==> src/rtl/adx_pkg.sv <==
// Shared types and field positions for the connection data fetch and header
// rewrite block. Assumes a 32-bit cell header laid out as path id [31:20],
// channel id [19:4], payload type [3:1], loss priority [0].
package adx_pkg;

    localparam int HDR_W        = 32;
    localparam int VPI_W        = 12;
    localparam int VCI_W        = 16;
    localparam int VPI_LSB      = 20;
    localparam int VCI_LSB      = 4;
    localparam int CLP_BIT      = 0;
    localparam int CTL_CLP_BIT  = 0;
    localparam int CTL_DROP_BIT = 1;

    typedef enum logic [1:0] {
        MT_NONE = 2'b00,
        MT_FULL = 2'b01,
        MT_PATH = 2'b10,
        MT_RSVD = 2'b11
    } match_t;

    // True for the two match kinds that need a data fetch.
    function automatic logic is_hit(input match_t kind);
        return (kind == MT_FULL) || (kind == MT_PATH);
    endfunction

    // Builds the outgoing header from the incoming one and the stored fields.
    function automatic logic [HDR_W-1:0] rewrite_hdr(
        input match_t             kind,
        input logic [HDR_W-1:0]   hdr,
        input logic [VPI_W-1:0]   vpi,
        input logic [VCI_W-1:0]   vci,
        input logic               set_clp
    );
        logic [HDR_W-1:0] r;
        r = hdr;
        r[VPI_LSB +: VPI_W] = vpi;
        if (kind == MT_FULL) begin
            r[VCI_LSB +: VCI_W] = vci;
        end
        r[CLP_BIT] = hdr[CLP_BIT] | set_clp;
        return r;
    endfunction

endpackage

==> src/rtl/adx_fetch_seq.sv <==
// Read sequencer: accepts hit lookups and issues WORDS consecutive reads at
// {region, entry, word}. It also delays the read strobe and word index by the
// one-cycle latency of the memory so they line up with returning data.
// Assumes hit lookups arrive no closer than WORDS cycles apart; a new hit may
// be accepted in the cycle the last word is addressed.
module adx_fetch_seq
    import adx_pkg::*;
#(
    parameter  int ENTRY_W = 12,
    parameter  int WORDS   = 4,
    localparam int CNT_W   = $clog2(WORDS),
    localparam int ADDR_W  = 1 + ENTRY_W + CNT_W
) (
    input  logic                clk,
    input  logic                rst_n,
    input  logic                lk_valid,
    input  logic                lk_page,
    input  logic [ENTRY_W-1:0]  lk_entry,
    input  logic [1:0]          lk_kind,
    input  logic [HDR_W-1:0]    hdr_in,
    output logic                mem_rd_en,
    output logic [ADDR_W-1:0]   mem_addr,
    output logic                rsp_vld,
    output logic [CNT_W-1:0]    rsp_idx,
    output match_t              ctx_kind,
    output logic [HDR_W-1:0]    ctx_hdr
);

    localparam logic [CNT_W-1:0] LAST = CNT_W'(WORDS - 1);

    logic               active;
    logic [CNT_W-1:0]   cnt;
    logic [ENTRY_W:0]   base;
    logic               accept;

    // A hit is taken when idle or while the last word is being addressed.
    assign accept = lk_valid && is_hit(match_t'(lk_kind)) && (!active || cnt == LAST);

    // Word counter and captured lookup context.
    always_ff @(posedge clk) begin
        if (!rst_n) begin
            active   <= 1'b0;
            cnt      <= '0;
            base     <= '0;
            ctx_kind <= MT_NONE;
            ctx_hdr  <= '0;
        end else if (accept) begin
            active   <= 1'b1;
            cnt      <= '0;
            base     <= {lk_page, lk_entry};
            ctx_kind <= match_t'(lk_kind);
            ctx_hdr  <= hdr_in;
        end else if (active) begin
            if (cnt == LAST) begin
                active <= 1'b0;
            end else begin
                cnt <= cnt + 1'b1;
            end
        end
    end

    assign mem_rd_en = active;
    assign mem_addr  = {base, cnt};

    // Tracks the memory latency so the assembler knows which word returns.
    always_ff @(posedge clk) begin
        if (!rst_n) begin
            rsp_vld <= 1'b0;
            rsp_idx <= '0;
        end else begin
            rsp_vld <= active;
            rsp_idx <= cnt;
        end
    end

    // A hit starts a fetch at word 0 of its own entry next cycle.
    assert_fetch_start_R2: assert property (@(posedge clk) disable iff (!rst_n)
        (lk_valid && is_hit(match_t'(lk_kind)) && (!mem_rd_en || mem_addr[CNT_W-1:0] == LAST))
        |=> (mem_rd_en && mem_addr[CNT_W-1:0] == '0
             && mem_addr[ADDR_W-1:CNT_W] == $past({lk_page, lk_entry})));

    // Words are addressed back to back with no gap.
    assert_word_step_R2: assert property (@(posedge clk) disable iff (!rst_n)
        (mem_rd_en && mem_addr[CNT_W-1:0] != LAST)
        |=> (mem_rd_en && mem_addr == $past(mem_addr) + 1'b1));

    // A miss or reserved kind while idle leaves the memory untouched.
    assert_miss_idle_R4: assert property (@(posedge clk) disable iff (!rst_n)
        (lk_valid && !is_hit(match_t'(lk_kind)) && !mem_rd_en) |=> !mem_rd_en);

    // Input contract on spacing of hit lookups.
    assert_lookup_spacing_R10: assert property (@(posedge clk) disable iff (!rst_n)
        (lk_valid && is_hit(match_t'(lk_kind))) |-> (!mem_rd_en || mem_addr[CNT_W-1:0] == LAST));

endmodule

==> src/rtl/adx_assemble.sv <==
// Response assembler: collects the returning words of one fetch, keeps the
// cell context from the first word onward, and on the last word registers
// the rewritten header and routing tag unless the drop flag was stored.
// Assumes word 0 holds new ids, word 1 control flags, words 2.. the tag.
module adx_assemble
    import adx_pkg::*;
#(
    parameter  int WORD_W = 32,
    parameter  int WORDS  = 4,
    localparam int CNT_W  = $clog2(WORDS),
    localparam int TAG_W  = (WORDS - 2) * WORD_W
) (
    input  logic                clk,
    input  logic                rst_n,
    input  logic                rsp_vld,
    input  logic [CNT_W-1:0]    rsp_idx,
    input  logic [WORD_W-1:0]   mem_rdata,
    input  match_t              ctx_kind,
    input  logic [HDR_W-1:0]    ctx_hdr,
    output logic                out_valid,
    output logic [HDR_W-1:0]    out_hdr,
    output logic [TAG_W-1:0]    out_tag
);

    localparam logic [CNT_W-1:0] LAST = CNT_W'(WORDS - 1);

    match_t                     a_kind;
    logic [HDR_W-1:0]           a_hdr;
    logic [VPI_W-1:0]           a_vpi;
    logic [VCI_W-1:0]           a_vci;
    logic                       a_setclp;
    logic                       a_drop;
    logic [TAG_W-1:0]           tag_acc;
    logic [TAG_W+WORD_W-1:0]    tag_cat;
    logic [TAG_W-1:0]           tag_nxt;
    logic                       unused_bits;

    // Tag words shift in oldest-first so word 2 ends in the top bits.
    assign tag_cat     = {tag_acc, mem_rdata};
    assign tag_nxt     = tag_cat[TAG_W-1:0];
    assign unused_bits = ^{mem_rdata, tag_cat[TAG_W+WORD_W-1:TAG_W]};

    // Per-word capture and final output register.
    always_ff @(posedge clk) begin
        if (!rst_n) begin
            a_kind    <= MT_NONE;
            a_hdr     <= '0;
            a_vpi     <= '0;
            a_vci     <= '0;
            a_setclp  <= 1'b0;
            a_drop    <= 1'b0;
            tag_acc   <= '0;
            out_valid <= 1'b0;
            out_hdr   <= '0;
            out_tag   <= '0;
        end else begin
            out_valid <= 1'b0;
            if (rsp_vld) begin
                if (rsp_idx == '0) begin
                    a_kind <= ctx_kind;
                    a_hdr  <= ctx_hdr;
                    a_vpi  <= mem_rdata[VPI_LSB +: VPI_W];
                    a_vci  <= mem_rdata[VCI_LSB +: VCI_W];
                end else if (rsp_idx == CNT_W'(1)) begin
                    a_setclp <= mem_rdata[CTL_CLP_BIT];
                    a_drop   <= mem_rdata[CTL_DROP_BIT];
                end else begin
                    tag_acc <= tag_nxt;
                end
                if (rsp_idx == LAST) begin
                    out_valid <= !a_drop;
                    out_hdr   <= rewrite_hdr(a_kind, a_hdr, a_vpi, a_vci, a_setclp);
                    out_tag   <= tag_nxt;
                end
            end
        end
    end

    // One output pulse per cell; spacing keeps pulses apart.
    assert_single_pulse_R9: assert property (@(posedge clk) disable iff (!rst_n)
        out_valid |=> !out_valid);

    // A loss-priority bit already set on the way in survives the rewrite.
    assert_clp_kept_R7: assert property (@(posedge clk) disable iff (!rst_n)
        out_valid |-> (out_hdr[CLP_BIT] || !$past(a_hdr[CLP_BIT])));

    // Path-only matches keep the incoming channel id.
    assert_vci_kept_R6: assert property (@(posedge clk) disable iff (!rst_n)
        (out_valid && $past(a_kind) == MT_PATH)
        |-> (out_hdr[VCI_LSB +: VCI_W] == $past(a_hdr[VCI_LSB +: VCI_W])));

endmodule

==> src/rtl/adx_hdr_rewrite.sv <==
// Top of the connection data fetch and header rewrite block. Wires the read
// sequencer to the response assembler. Assumes a memory with one-cycle
// synchronous read latency on mem_addr/mem_rd_en -> mem_rdata.
module adx_hdr_rewrite
    import adx_pkg::*;
#(
    parameter  int ENTRY_W = 12,
    parameter  int WORD_W  = 32,
    parameter  int WORDS   = 4,
    localparam int CNT_W   = $clog2(WORDS),
    localparam int ADDR_W  = 1 + ENTRY_W + CNT_W,
    localparam int TAG_W   = (WORDS - 2) * WORD_W
) (
    input  logic                clk,
    input  logic                rst_n,
    input  logic                lk_valid,
    input  logic                lk_page,
    input  logic [ENTRY_W-1:0]  lk_entry,
    input  logic [1:0]          lk_kind,
    input  logic [HDR_W-1:0]    hdr_in,
    output logic                mem_rd_en,
    output logic [ADDR_W-1:0]   mem_addr,
    input  logic [WORD_W-1:0]   mem_rdata,
    output logic                out_valid,
    output logic [HDR_W-1:0]    out_hdr,
    output logic [TAG_W-1:0]    out_tag
);

    logic               rsp_vld;
    logic [CNT_W-1:0]   rsp_idx;
    match_t             ctx_kind;
    logic [HDR_W-1:0]   ctx_hdr;

    adx_fetch_seq #(
        .ENTRY_W (ENTRY_W),
        .WORDS   (WORDS)
    ) u_fetch (
        .clk       (clk),
        .rst_n     (rst_n),
        .lk_valid  (lk_valid),
        .lk_page   (lk_page),
        .lk_entry  (lk_entry),
        .lk_kind   (lk_kind),
        .hdr_in    (hdr_in),
        .mem_rd_en (mem_rd_en),
        .mem_addr  (mem_addr),
        .rsp_vld   (rsp_vld),
        .rsp_idx   (rsp_idx),
        .ctx_kind  (ctx_kind),
        .ctx_hdr   (ctx_hdr)
    );

    adx_assemble #(
        .WORD_W (WORD_W),
        .WORDS  (WORDS)
    ) u_asm (
        .clk       (clk),
        .rst_n     (rst_n),
        .rsp_vld   (rsp_vld),
        .rsp_idx   (rsp_idx),
        .mem_rdata (mem_rdata),
        .ctx_kind  (ctx_kind),
        .ctx_hdr   (ctx_hdr),
        .out_valid (out_valid),
        .out_hdr   (out_hdr),
        .out_tag   (out_tag)
    );

endmodule

==> config.mk <==
export PLATFORM = sky130hd
export DESIGN_NAME = adx_hdr_rewrite
export DESIGN_NICKNAME = d
export VERILOG_FILES = /design/src/rtl/adx_pkg.sv /design/src/rtl/adx_fetch_seq.sv /design/src/rtl/adx_assemble.sv /design/src/rtl/adx_hdr_rewrite.sv
export SDC_FILE = /design/constraint.sdc
export NUM_CORES = 1
export LEC_CHECK = 0
export ABC_AREA = 1
export ABC_CLOCK_PERIOD_IN_PS = 3580
export BUFFER_PORTS_ARGS = -buffer_cell sky130_fd_sc_hd__buf_2
export CAP_MARGIN = 20
export CORE_UTILIZATION = 57
export DETAILED_ROUTE_END_ITERATION = 8
export PLACE_DENSITY = 0.84
export RECOVER_POWER = 25
export REMOVE_ABC_BUFFERS = 1
export SLEW_MARGIN = 5
export SYNTH_ARGS = -nofsm -noshare
export SYNTH_HDL_FRONTEND = slang
export SYNTH_SLANG_ARGS = --single-unit
export TNS_END_PERCENT = 20
==> constraint.sdc <==
create_clock -name clk -period 3.58 [get_ports clk]
set_input_delay 0.537 -clock clk [delete_from_list [all_inputs] [get_ports clk]]
set_output_delay 0.537 -clock clk [all_outputs]
set_load 0.01 [all_outputs]
# Word level (Yosys, flattened, before mapping)
# Index checks and enable logic that the tools add are counted.
[totals] regBits=222 out_inout_bits=113 wordCells=47
[classes] addsub=1 eq_ne=6 mux=4 n_bitwise=5 reduce_logical=14
[ops] cell="16-bit 2-to-1 mux" count=1
[ops] cell="3-bit AND reduction" count=3
[ops] cell="2-bit by 1-bit == test with 1-bit output, second input constant" count=3
[ops] cell="2-bit == test, second input constant" count=3
[ops] cell="2-bit AND reduction" count=3
[ops] cell="1-bit NOT" count=4
[ops] cell="1-bit 2-to-1 mux" count=3
[ops] cell="2-bit by 1-bit adder with 2-bit output, second input constant" count=1
[ops] cell="1-bit logical AND" count=2
[ops] cell="1-bit logical NOT" count=2
[ops] cell="2-bit logical NOT" count=1
[ops] cell="1-bit logical OR" count=2
[ops] cell="2-bit OR reduction" count=1
[ops] cell="1-bit OR" count=1

# Logic depth before layout (Yosys ltp)
# Gate-level depths: netlist of the first run.
[depth] ltp_word=5 depth_mapped=9

# Cells and area by module
# A second synthesis of the first run with hierarchy kept.
[hier_totals] cells_unflattened=1253 area_unflattened_um2=9202.6
[modules_own_cells] mod="adx_assemble" n_inst=1 cells_each=915 area_per_inst_um2=6870.3
[modules_own_cells] mod="adx_fetch_seq" n_inst=1 cells_each=338 area_per_inst_um2=2332.2

# Least setup slack after synthesis of the first run
# Ideal clock, no wire load.
[synth_timing] path_type="register to register" start="register u_fetch.cnt[0]" end="register u_fetch.base[0]" t_arrival_ns=1.304 required_time_ns=3.465 slack_ns=2.161 path_stages_with_launch=9 n_path_buf=2 period_less_slack_ns=1.419 path_cell_list="dfxtp_1 ha_1 inv_1 nand2_1 buf_2 clkbuf_1 nand3_1 nand2_1 nor2_1"
[synth_via] elab_chain_len=3
[synth_lines] item="from (decl)" line="adx_fetch_seq.sv:32" source="logic [CNT_W-1:0] cnt;"
[synth_lines] item="from (signal assigned)" line="adx_fetch_seq.sv:57" source="cnt <= cnt + 1'b1;"
[synth_lines] item="2-bit == test" line="adx_fetch_seq.sv:37" source="assign accept = lk_valid && is_hit(match_t'(lk_kind)) && (!active || cnt == LAST);"
[synth_lines] item="1-bit logical OR" line="adx_fetch_seq.sv:37"
[synth_lines] item="1-bit logical AND" line="adx_fetch_seq.sv:37"
[synth_lines] item="to (signal assigned)" line="adx_fetch_seq.sv:50" source="base <= {lk_page, lk_entry};"
[synth_lines] item="to (decl)" line="adx_fetch_seq.sv:33" source="logic [ENTRY_W:0] base;"
# No other way between the ends.
# A chain may end at the register's enable or synchronous reset.

# Worst setup path in the final report of the first run
[layout_timing] start="register u_fetch.cnt[0]" end="register u_fetch.ctx_hdr[5]"
[layout_via] elab_chain_len=3
[layout_lines] item="2-bit == test" line="adx_fetch_seq.sv:37"
[layout_lines] item="1-bit logical OR" line="adx_fetch_seq.sv:37"
[layout_lines] item="1-bit logical AND" line="adx_fetch_seq.sv:37"
[layout_lines] item="to (signal assigned)" line="adx_fetch_seq.sv:52" source="ctx_hdr <= hdr_in;"
[layout_lines] item="to (decl)" line="adx_fetch_seq.sv:26" source="output logic [HDR_W-1:0] ctx_hdr"
# No other way between the ends.

==> flow_metrics.py, run 1 <==
metrics = {
    "min_path": {
        "min_path_type": "input pin to flip-flop",
    },
    "logic_synthesis": {
        "synth.distinct_cells": 21,
        "syn-instance-count": 1101,
        "ys_seq_area_share_pct": 54.2,
        "yosysTopAreaCell": "dfxtp_1",
        "ys_top_cells_by_area": "dfxtp_1, nor2_1, o21ai_0",
        "ys.warnings.count": 0,
        "synth.avg_cell_area_um2": 7.45,
        "syn-cell-area_um2": 8200,
        "synth_seq_cells": 222,
        "synth_top_area_share_pct": 54.2,
    },
    "pwr": {
        "p_seq_share_pct": 50.5,
        "switchingPower_mw": 1.14,
        "combPwrFrac_pct": 6.3,
        "p_leak_nw": 4.52,
        "p_clk_share_pct": 43.1,
        "swShare_pct": 22.3,
        "vdd_ir_drop_max_mv": 0.336,
        "power_density_nw_per_um2": 525,
        "internal_power_mw": 3.96,
    },
    "worst_setup_path": {
        "r2r-start": "u_fetch.cnt[0]$_SDFFE_PP0P_",
        "worst_setup_path_startpoint": "u_fetch.cnt[0]$_SDFFE_PP0P_",
        "crit_required_ps": 3960,
        "critPathKind": "flip-flop to flip-flop",
        "r2r-end": "u_fetch.ctx_hdr[5]$_SDFFE_PN0P_",
        "crit_path_end": "u_fetch.ctx_hdr[5]$_SDFFE_PN0P_",
        "worst-path-max-fanout": 50,
        "worst_setup_path_start_kind": "flip-flop",
        "reg2reg_slack_ps": 1390,
        "reg2reg_depth": 7,
        "worstPathArrival_ps": 2560,
        "cp-end-kind": "flip-flop",
    },
    "layout": {
        "nets": 1324,
        "syn2layout_area_growth_pct": 18.5,
        "drive_gt1_share_pct": 12.9,
        "final_area_um2": 9720,
    },
    "floorplan": {
        "io_pins": 195,
        "row_count": 43,
        "fp.dieW_um": 122,
        "core_um2": 13900,
        "die_area_um2": 14900,
        "fp.dieH_um": 122,
        "initial_utilization_pct": 58.8,
    },
    "run": {
        "drv_cap": 0,
    },
    "timing": {
        "relSlewSlack_pct": 23.4,
        "slew_violations": 0,
        "fmax_mhz": 457,
        "setup_tns_ps": 0,
        "period_minus_slack_ps": 2190,
        "fin_crit_sh_pct": 61.1,
        "hold_viol_final": 0,
        "whs_ps": 286,
        "skew_ps": 8.72,
        "tightestPinTransition_ps": 1150,
        "rsz0062_at_grt": "false",
        "setup_violations": 0,
    },
    "clocking": {
        "worstSkewPairLatency_ps": 490,
        "cts_htree_levels": 1,
        "clock-sinks": 222,
        "cts_buffers": 22,
        "clk_path_buf_depth": 3,
        "post-cts-setup-buffers": 0,
        "clk_pin_slew_ps": 60,
        "cts_resized": 0,
        "cts_tree": "built",
        "root_buffer": "clkbuf_16",
        "cts_hold_buf": 0,
    },
    "routing": {
        "ant_nets": 0,
        "routed_via_density": 5.06,
        "drc_errors": 0,
        "totalWireLength_mm": 18.8,
        "num_vias": 7246,
        "drtIter0Drc": 488,
        "drt_pass1_iterations": 5,
        "wl_per_cell_um": 13.1,
    },
    "global_route": {
        "grt_pass1_vias": 6466,
        "grt_pass1_wl_mm": 29.9,
        "grt_overflow": 0,
        "gr-usage-all-layers_pct": 24.7,
        "grt_max_degree": 113,
        "antenna_found_initial": 1,
    },
    "run_status": {
        "status": "finished, final reports clean",
    },
    "place": {
        "numPortBuffers": 182,
        "place_area_um2": 9110,
        "place.gp.congestion": 0.766,
        "hpwl_mm": 11.0,
    },
}
==> synthesized netlist by cell type <==
master,count
dfxtp_1,222
ha_1,1
nand2_2,1
o21ai_0,146
nand4_1,2
buf_2,28
clkbuf_1,41
nor2_4,1
xor2_1,1
inv_1,64
nand2_1,105
inv_2,2
buf_1,5
nor2_2,1
buf_4,3
o21ai_1,13
o21a_1,16
a21oi_1,42
nor3_1,1
nand3_1,51
nor2_1,355
==> kinds of logic after synthesis <==
group | count (synthesis) | share of synthesized area [%]
simple gates | 517 | 24.7
buf+inv | 143 | 7.11
xor+xnor | 1 | 0.107
fa+ha+maj | 1 | 0.153
flops | 222 | 54.2
compound gates | 217 | 13.7
==> through the flow <==
step / total power, mW / cells / util, % / setup slack, ps
2_1_floorplan: 2.81 / 1024 / - / 413
3_3_place_gp: 2.95 / 1397 / 65.4 / 1530
6_report: 5.10 / 1433 / 69.7 / 1390
3_5_place_dp: 2.96 / 1397 / 65.4 / 1450
5_1_grt: 5.28 / 1432 / 69.7 / 1140
4_1_cts: 5.14 / 1432 / 70.4 / 1520
==> placed cells by master, fill, tap and decap left out, drive strengths merged <==
cell and instances:
nor2 357, dfxtp 222, o21ai 159, buf 120
nand2 106, clkbuf 105, inv 66, nand3 51
a21oi 42, o21a 16, clkinv 3, nand4 2
diode 1, nor3 1, xor2 1, ha 1
==> how the worst min path moves through the flow <==
stage                               from                       endpoint  slack (ps)  cells past startpoint
5_1_grt                     mem_rdata[3]  u_asm.out_tag[3]$_SDFFE_PN0P_         310                      3
6_report                    mem_rdata[3]  u_asm.out_tag[3]$_SDFFE_PN0P_         290                      3
3_5_place_dp   u_asm.a_drop$_SDFFE_PN0P_     u_asm.out_valid$_SDFF_PN0_         420                      1
4_1_cts                     mem_rdata[3]  u_asm.out_tag[3]$_SDFFE_PN0P_         280                      3
3_3_place_gp   u_asm.a_drop$_SDFFE_PN0P_     u_asm.out_valid$_SDFF_PN0_         410                      1
2_1_floorplan  u_asm.a_drop$_SDFFE_PN0P_     u_asm.out_valid$_SDFF_PN0_         400                      1
==> power groups by stage <==
stage	clock [mW]	combinational [mW]	sequential [mW]
finish	2.20	0.323	2.58
global route	2.33	0.368	2.58
CTS	2.23	0.329	2.58
detailed placement	0	0.327	2.63
global placement	0	0.319	2.63
floorplan	0	0.180	2.63
==> per-layer routing <==
layer  vias up  share of wire [%]  global-route usage [%]
met2       191                 48                    43.6
met4         0                1.9                    7.64
met1      3275                 44                    30.5
li1       3754                  -                       -
met5         -                  0                       0
met3        26                5.7                    4.31
==> registers in the layout, summed over array words and instances, names as in the netlist <==
name,count
u_asm.out_tag,64
u_asm.out_hdr,32
u_asm.tag_acc,32
u_asm.a_hdr,20
u_fetch.ctx_hdr,20
u_asm.a_vci,16
u_fetch.base,13
u_asm.a_vpi,12
u_asm.a_kind,2
u_fetch.cnt,2
u_fetch.ctx_kind,2
u_fetch.rsp_idx,2
u_asm.a_drop,1
u_asm.a_setclp,1
u_asm.out_valid,1
u_fetch.mem_rd_en,1
u_fetch.rsp_vld,1
==> worst max-delay path, stage by stage, from the launching register on <==
cell and delay [ps]:
dfxtp_1 390, ha_1 180, inv_1 40, nand2_1 640
buf_4 550, nand3_1 150, nand2_1 90, nor2_1 40
==> layout make-up <==
type                       instances  area, um2
antenna                            1       2.50
clock buffer                      32        679
sequential                       222       4440
timing repair buffer             193        918
fill                            1204       4220
inverter                          66        248
clock inverter                     3       15.0
multi-input combinational        736       3180
tap                              180        225
Note: power is estimated with default switching activity, not from simulation.
==> inputs of run 2 (changes only) <==
--- a/config.mk
+++ b/config.mk
@@ -5,13 +5,13 @@
 export SDC_FILE = /design/constraint.sdc
 export NUM_CORES = 1
 export LEC_CHECK = 0
-export ABC_AREA = 1
-export ABC_CLOCK_PERIOD_IN_PS = 3580
+export ABC_AREA = 0
+export ABC_CLOCK_PERIOD_IN_PS = 2200
 export BUFFER_PORTS_ARGS = -buffer_cell sky130_fd_sc_hd__buf_2
 export CAP_MARGIN = 20
-export CORE_UTILIZATION = 57
+export CORE_UTILIZATION = 53
 export DETAILED_ROUTE_END_ITERATION = 8
-export PLACE_DENSITY = 0.84
+export PLACE_DENSITY = 0.79
 export RECOVER_POWER = 25
 export REMOVE_ABC_BUFFERS = 1
 export SLEW_MARGIN = 5
==> constraint.sdc (replaced) <==
create_clock -name clk -period 2.2 [get_ports clk]
set_input_delay 0.33 -clock clk [delete_from_list [all_inputs] [get_ports clk]]
set_output_delay 0.33 -clock clk [all_outputs]
set_load 0.01 [all_outputs]
==> flow_metrics.py, run 2 <==
metrics = {
    "run_status": {
        "status": "finished, final reports clean",
    },
    "logic_synthesis": {
        "yosysTopAreaCell": "dfxtp_1",
        "syn-instance-count": 961,
        "async_flop_share_pct": 0,
        "yosysMostFrequentCell": "nand2_1",
        "ys.warnings.count": 0,
        "synth_edf_count": 0,
        "synth_top_area_share_pct": 55.8,
        "synth_common_cells": "nand2_1, dfxtp_1, a21oi_1",
        "synth.distinct_cells": 27,
        "ys_top_cells_by_area": "dfxtp_1, nand2_1, a21oi_1",
        "ys_seq_area_share_pct": 55.8,
        "syn-cell-area_um2": 7970,
        "synth.avg_cell_area_um2": 8.29,
        "synth_flop_cell": "dfxtp_1",
        "synth_seq_cells": 222,
    },
    "worst_setup_path": {
        "reg2reg_depth": 5,
        "r2r-start": "u_fetch.cnt[0]$_SDFFE_PP0P_",
        "worst_setup_path_startpoint": "u_fetch.cnt[0]$_SDFFE_PP0P_",
        "worstPathArrival_ps": 2160,
        "worst_setup_path_start_kind": "flip-flop",
        "worst-path-max-fanout": 27,
        "cp-end-kind": "flip-flop",
        "reg2reg_slack_ps": 460,
        "crit_required_ps": 2620,
        "critPathKind": "flip-flop to flip-flop",
        "r2r-end": "u_fetch.ctx_hdr[6]$_SDFFE_PN0P_",
    },
    "global_route": {
        "grt_pass1_wl_mm": 29.9,
        "grt_pass1_vias": 6309,
        "gr-usage-all-layers_pct": 23.1,
        "grt_max_degree": 89,
        "grt_overflow": 0,
        "antenna_found_initial": 0,
    },
    "layout": {
        "drive_gt1_share_pct": 14.6,
        "largest_register_ffs": 64,
        "multi_input_area_um2": 3170,
        "ff_latch_area_um2": 4440,
        "final_area_um2": 9640,
        "top_register": "u_asm.out_tag",
        "nets": 1197,
        "utilization_pct": 66.0,
        "largestRegisters": "u_asm.out_tag (64), u_asm.out_hdr (32), u_asm.tag_acc (32)",
        "layout_common_cells": "nand2_1, dfxtp_1, a21oi_1",
        "fill_cells": 1278,
        "layout_commonest_cell": "nand2_1",
        "syn2layout_area_growth_pct": 20.9,
        "antenna_cells": 0,
    },
    "timing": {
        "period_minus_slack_ps": 1740,
        "tightestPinTransition_ps": 568,
        "slew_violations": 0,
        "setup_violations": 0,
        "fmax_mhz": 573,
        "relSlewSlack_pct": 62.0,
        "whs_ps": 65.3,
        "hold_viol_final": 0,
        "skew_ps": 22.8,
        "fin_crit_sh_pct": 79.3,
        "rsz0062_at_grt": "false",
    },
    "pwr": {
        "switchingPower_mw": 1.81,
        "vdd_ir_drop_max_mv": 0.557,
        "internal_power_mw": 6.47,
        "p_seq_share_pct": 49.9,
        "p_leak_nw": 3.55,
        "power_density_nw_per_um2": 859,
        "swShare_pct": 21.9,
        "combPwrFrac_pct": 4.7,
        "p_clk_share_pct": 45.3,
    },
    "min_path": {
        "hold_depth": 3,
        "min_path_type": "input pin to flip-flop",
        "min_to": "u_fetch.base[12]$_SDFFE_PN0P_",
        "hp-start": "lk_page",
    },
    "place": {
        "place.gp.congestion": 0.761,
        "hpwl_mm": 11.5,
        "numPortBuffers": 182,
        "place_area_um2": 9000,
    },
    "routing": {
        "num_vias": 6754,
        "drc_errors": 0,
        "drtIter0Drc": 359,
        "wl_per_cell_um": 13.9,
        "drt_pass1_iterations": 4,
        "routed_via_density": 5.14,
        "ant_nets": 0,
        "totalWireLength_mm": 18.3,
    },
    "clocking": {
        "clock-sinks": 222,
        "cts_resized": 0,
        "cts_htree_levels": 1,
        "root_buffer": "clkbuf_16",
        "post-cts-setup-buffers": 0,
        "cts_tree": "built",
        "worstSkewPairLatency_ps": 510,
        "clk_pin_slew_ps": 60,
        "cts_hold_buf": 0,
        "clk_path_buf_depth": 3,
        "cts_buffers": 23,
    },
    "floorplan": {
        "fp.dieW_um": 125,
        "die_area_um2": 15500,
        "fp.dieH_um": 125,
        "io_pins": 195,
        "core_um2": 14600,
        "row_count": 44,
        "initial_utilization_pct": 54.6,
    },
    "run": {
        "drv_cap": 0,
    },
}
run 2: worst max path at each step:
stage,to,depth (start not counted)
detailed placement,u_fetch.ctx_hdr[3]$_SDFFE_PN0P_,5
global placement,u_fetch.base[5]$_SDFFE_PN0P_,5
floorplan,u_asm.out_valid$_SDFF_PN0_,2
CTS,u_fetch.ctx_hdr[3]$_SDFFE_PN0P_,5
finish,u_fetch.ctx_hdr[6]$_SDFFE_PN0P_,5
global route,u_fetch.ctx_hdr[6]$_SDFFE_PN0P_,5
run 2: cell families after synthesis:
family / count (synthesis) / synth area share, %
AND/OR/NAND/NOR: 414 / 20.1
buffers and inverters: 74 / 4.77
flip-flops: 222 / 55.8
adder cells (fa/ha/maj): 1 / 0.157
AO/OA/AOI/OAI: 195 / 12.3
multiplexers: 53 / 6.66
XOR/XNOR: 2 / 0.220
run 2: metrics by stage:
stage | setup TNS [ps] | total power, mW | instances | setup slack (ps)
final | 0 | 8.28 | 1313 | 456
after global routing | 0 | 8.54 | 1313 | 308
after CTS | 0 | 8.34 | 1313 | 436
after detailed placement | 0 | 4.62 | 1273 | 461
after global placement | 0 | 4.61 | 1273 | 518
after floorplan | -184420 | 4.41 | 888 | -1120
run 2: layout make-up:
cell class / instances / area share (%)
Clock buffer: 35 / 6.96
Clock inverter: 5 / 0.675
Inverter: 1 / 0.0649
Sequential cell: 222 / 46.1
Timing Repair Buffer: 201 / 10.8
Tap cell: 184 / 2.39
Multi-Input combinational cell: 665 / 32.9
run 2: routing by layer:
layer	vias up	GRT usage, %	wire length, um
li1	3420	-	-
met1	3147	27.9	7980
met2	156	42.1	9210
met3	31	3.09	721
met4	0	7.30	402
met5	-	0	0
run 2: worst max-delay path: stages (launching register included):
cell	delay, ps
dfxtp_1	380
ha_1	200
nand2b_1	120
and3_2	460
buf_12	270
mux2i_1	210
run 2: power groups by stage:
stage / Clock (mW) / Combinational (mW) / Sequential, mW
floorplan: 0 / 0.191 / 4.22
global placement: 0 / 0.391 / 4.22
detailed placement: 0 / 0.397 / 4.22
CTS: 3.81 / 0.399 / 4.13
global route: 3.97 / 0.429 / 4.14
finish: 3.75 / 0.392 / 4.13
==> inputs of run 3 (changes only) <==
--- a/config.mk
+++ b/config.mk
@@ -6,12 +6,12 @@
 export NUM_CORES = 1
 export LEC_CHECK = 0
 export ABC_AREA = 0
-export ABC_CLOCK_PERIOD_IN_PS = 2200
+export ABC_CLOCK_PERIOD_IN_PS = 1490
 export BUFFER_PORTS_ARGS = -buffer_cell sky130_fd_sc_hd__buf_2
 export CAP_MARGIN = 20
-export CORE_UTILIZATION = 53
+export CORE_UTILIZATION = 48
 export DETAILED_ROUTE_END_ITERATION = 8
-export PLACE_DENSITY = 0.79
+export PLACE_DENSITY = 0.76
 export RECOVER_POWER = 25
 export REMOVE_ABC_BUFFERS = 1
 export SLEW_MARGIN = 5
==> constraint.sdc (replaced) <==
create_clock -name clk -period 1.49 [get_ports clk]
set_input_delay 0.2235 -clock clk [delete_from_list [all_inputs] [get_ports clk]]
set_output_delay 0.2235 -clock clk [all_outputs]
set_load 0.01 [all_outputs]
==> flow_metrics.py, run 3 (same netlist as run 2, synthesis figures left out) <==
metrics = {
    "floorplan": {
        "fp.dieH_um": 131,
        "core_um2": 16100,
        "fp.dieW_um": 131,
        "io_pins": 195,
        "initial_utilization_pct": 49.6,
        "row_count": 46,
        "die_area_um2": 17100,
    },
    "place": {
        "place_area_um2": 9190,
        "place_ws_ps": 113,
        "hpwl_mm": 11.7,
        "numPortBuffers": 182,
        "dp.cells": 1315,
        "place.gp.congestion": 0.737,
    },
    "run_status": {
        "status": "finished, final reports clean",
    },
    "layout": {
        "largest_register_ffs": 64,
        "layout_common_cells": "nand2_1, dfxtp_1, a21oi_1",
        "layout_commonest_cell": "nand2_1",
        "antenna_cells": 0,
        "syn2layout_area_growth_pct": 31.0,
        "top_register": "u_asm.out_tag",
        "multi_input_area_um2": 3180,
        "fill_cells": 1391,
        "nets": 1272,
        "drive_gt1_share_pct": 14.8,
        "final_area_um2": 10400,
        "ff_latch_area_um2": 4440,
        "largestRegisters": "u_asm.out_tag (64), u_asm.out_hdr (32), u_asm.tag_acc (32)",
        "final_cells": 1415,
    },
    "global_route": {
        "grt_pass1_vias": 6352,
        "gr-usage-all-layers_pct": 22.1,
        "grt_pass1_wl_mm": 30.3,
        "antenna_found_initial": 0,
        "grt_max_degree": 60,
        "grt_overflow": 0,
    },
    "clocking": {
        "root_buffer": "clkbuf_16",
        "post-cts-setup-buffers": 0,
        "worstSkewPairLatency_ps": 490,
        "clock-sinks": 222,
        "clk_path_buf_depth": 3,
        "cts_tree": "built",
        "clk_pin_slew_ps": 60,
        "cts_htree_levels": 1,
        "cts_buffers": 23,
    },
    "timing": {
        "period_minus_slack_ps": 1400,
        "rsz0062_at_grt": "false",
        "setup_violations": 0,
        "hold_viol_final": 0,
        "skew_ps": 12.1,
        "fin_crit_sh_pct": 93.6,
        "fmax_mhz": 717,
        "layout_setup_ws_ps": 94.9,
        "tightestPinTransition_ps": 355,
        "slew_violations": 0,
        "relSlewSlack_pct": 76.4,
    },
    "pwr": {
        "p_leak_nw": 3.90,
        "vdd_ir_drop_max_mv": 1.11,
        "power_density_nw_per_um2": 1160,
    },
    "worst_setup_path": {
        "critPathKind": "flip-flop to flip-flop",
        "worstPathArrival_ps": 1760,
        "worst_setup_path_start_kind": "flip-flop",
        "worst_setup_path_startpoint": "u_fetch.rsp_idx[1]$_SDFF_PN0_",
        "r2r-start": "u_fetch.rsp_idx[1]$_SDFF_PN0_",
        "cp-end-kind": "flip-flop",
        "crit_required_ps": 1860,
        "worst-path-max-fanout": 29,
    },
    "routing": {
        "routed_via_density": 4.96,
        "drc_errors": 0,
        "drtIter0Drc": 322,
        "ant_nets": 0,
        "num_vias": 7024,
        "drt_pass1_iterations": 5,
        "wl_per_cell_um": 14.0,
        "totalWireLength_mm": 19.8,
    },
    "run": {
        "drv_cap": 0,
    },
    "min_path": {
        "hp-start": "hdr_in[5]",
        "min_path_type": "input pin to flip-flop",
    },
}
==> run 3: cell count changes in the layout (fill, tap and decap cells not counted), moves of 2 or more <==
cell and delta:
dlygate4sd3_1 +64, buf_12 +6, clkbuf_1 -7, and2_1 -2, clkinv_2 +3, clkbuf_8 -2
buf_2 +5, and2_0 +3
==> run 3: metal layers <==
| metal | GRT usage (%) | vias to the layer above | routed length [um] |
|---|---|---|---|
| met3 | 3.62 | 24 | 952 |
| li1 | - | 3569 | - |
| met4 | 6.96 | 0 | 345 |
| met2 | 39.2 | 170 | 9950 |
| met5 | 0 | - | 0 |
| met1 | 27.3 | 3261 | 8520 |
==> run 3: worst paths after layout <==
check / end / slack [ps] / depth (start not counted)
min: u_fetch.ctx_hdr[5]$_SDFFE_PN0P_ / 20 / 3
max reg2reg: u_asm.a_hdr[6]$_SDFFE_PN0P_ / 90 / 4
min reg2reg: u_asm.out_hdr[29]$_SDFFE_PN0P_ / 440 / 2
max: u_asm.a_hdr[6]$_SDFFE_PN0P_ / 90 / 4
==> run 3: stage by stage <==
step | util (%) | setup TNS (ps) | hold slack [ps] | total power, mW
global placement | 57.2 | 0 | 410 | 6.85
finish | 65.0 | 0 | 19.5 | 12.2
detailed placement | 57.2 | 0 | 419 | 6.87
CTS | 65.4 | 0 | 4.10 | 12.3
floorplan | - | -322010 | 351 | 6.51
global route | 65.0 | 0 | 13.6 | 12.6
==> run 3: final cells by class <==
type	instances	share of cell area [%]
sequential	222	42.6
multi-input combinational	665	30.4
timing repair buffer	276	17.8
clock buffer	29	6.02
tap	216	2.59
clock inverter	6	0.527
inverter	1	0.0599
==> run 3: report_power, final <==
part	switching, mW	internal (mW)
clock network	2.16	3.11
logic	0.407	0.383
registers	0.0551	6.04
==> run 3: worst max-delay path: stages, from the launching register on <==
cell and delay, ps:
dfxtp_1 360, or3b_2 560, buf_12 200, nand2_1 80, a21oi_1 70
==> run 3: repair_timing <==
| action | 4_1_cts | 5_1_grt |
|---|---|---|
| gates resized for setup | 0 | 1 |
| endpoints found under the setup margin | 0 | 3 |
| hold endpoints to repair | 116 | 0 |
| hold buffers | 64 | 0 |
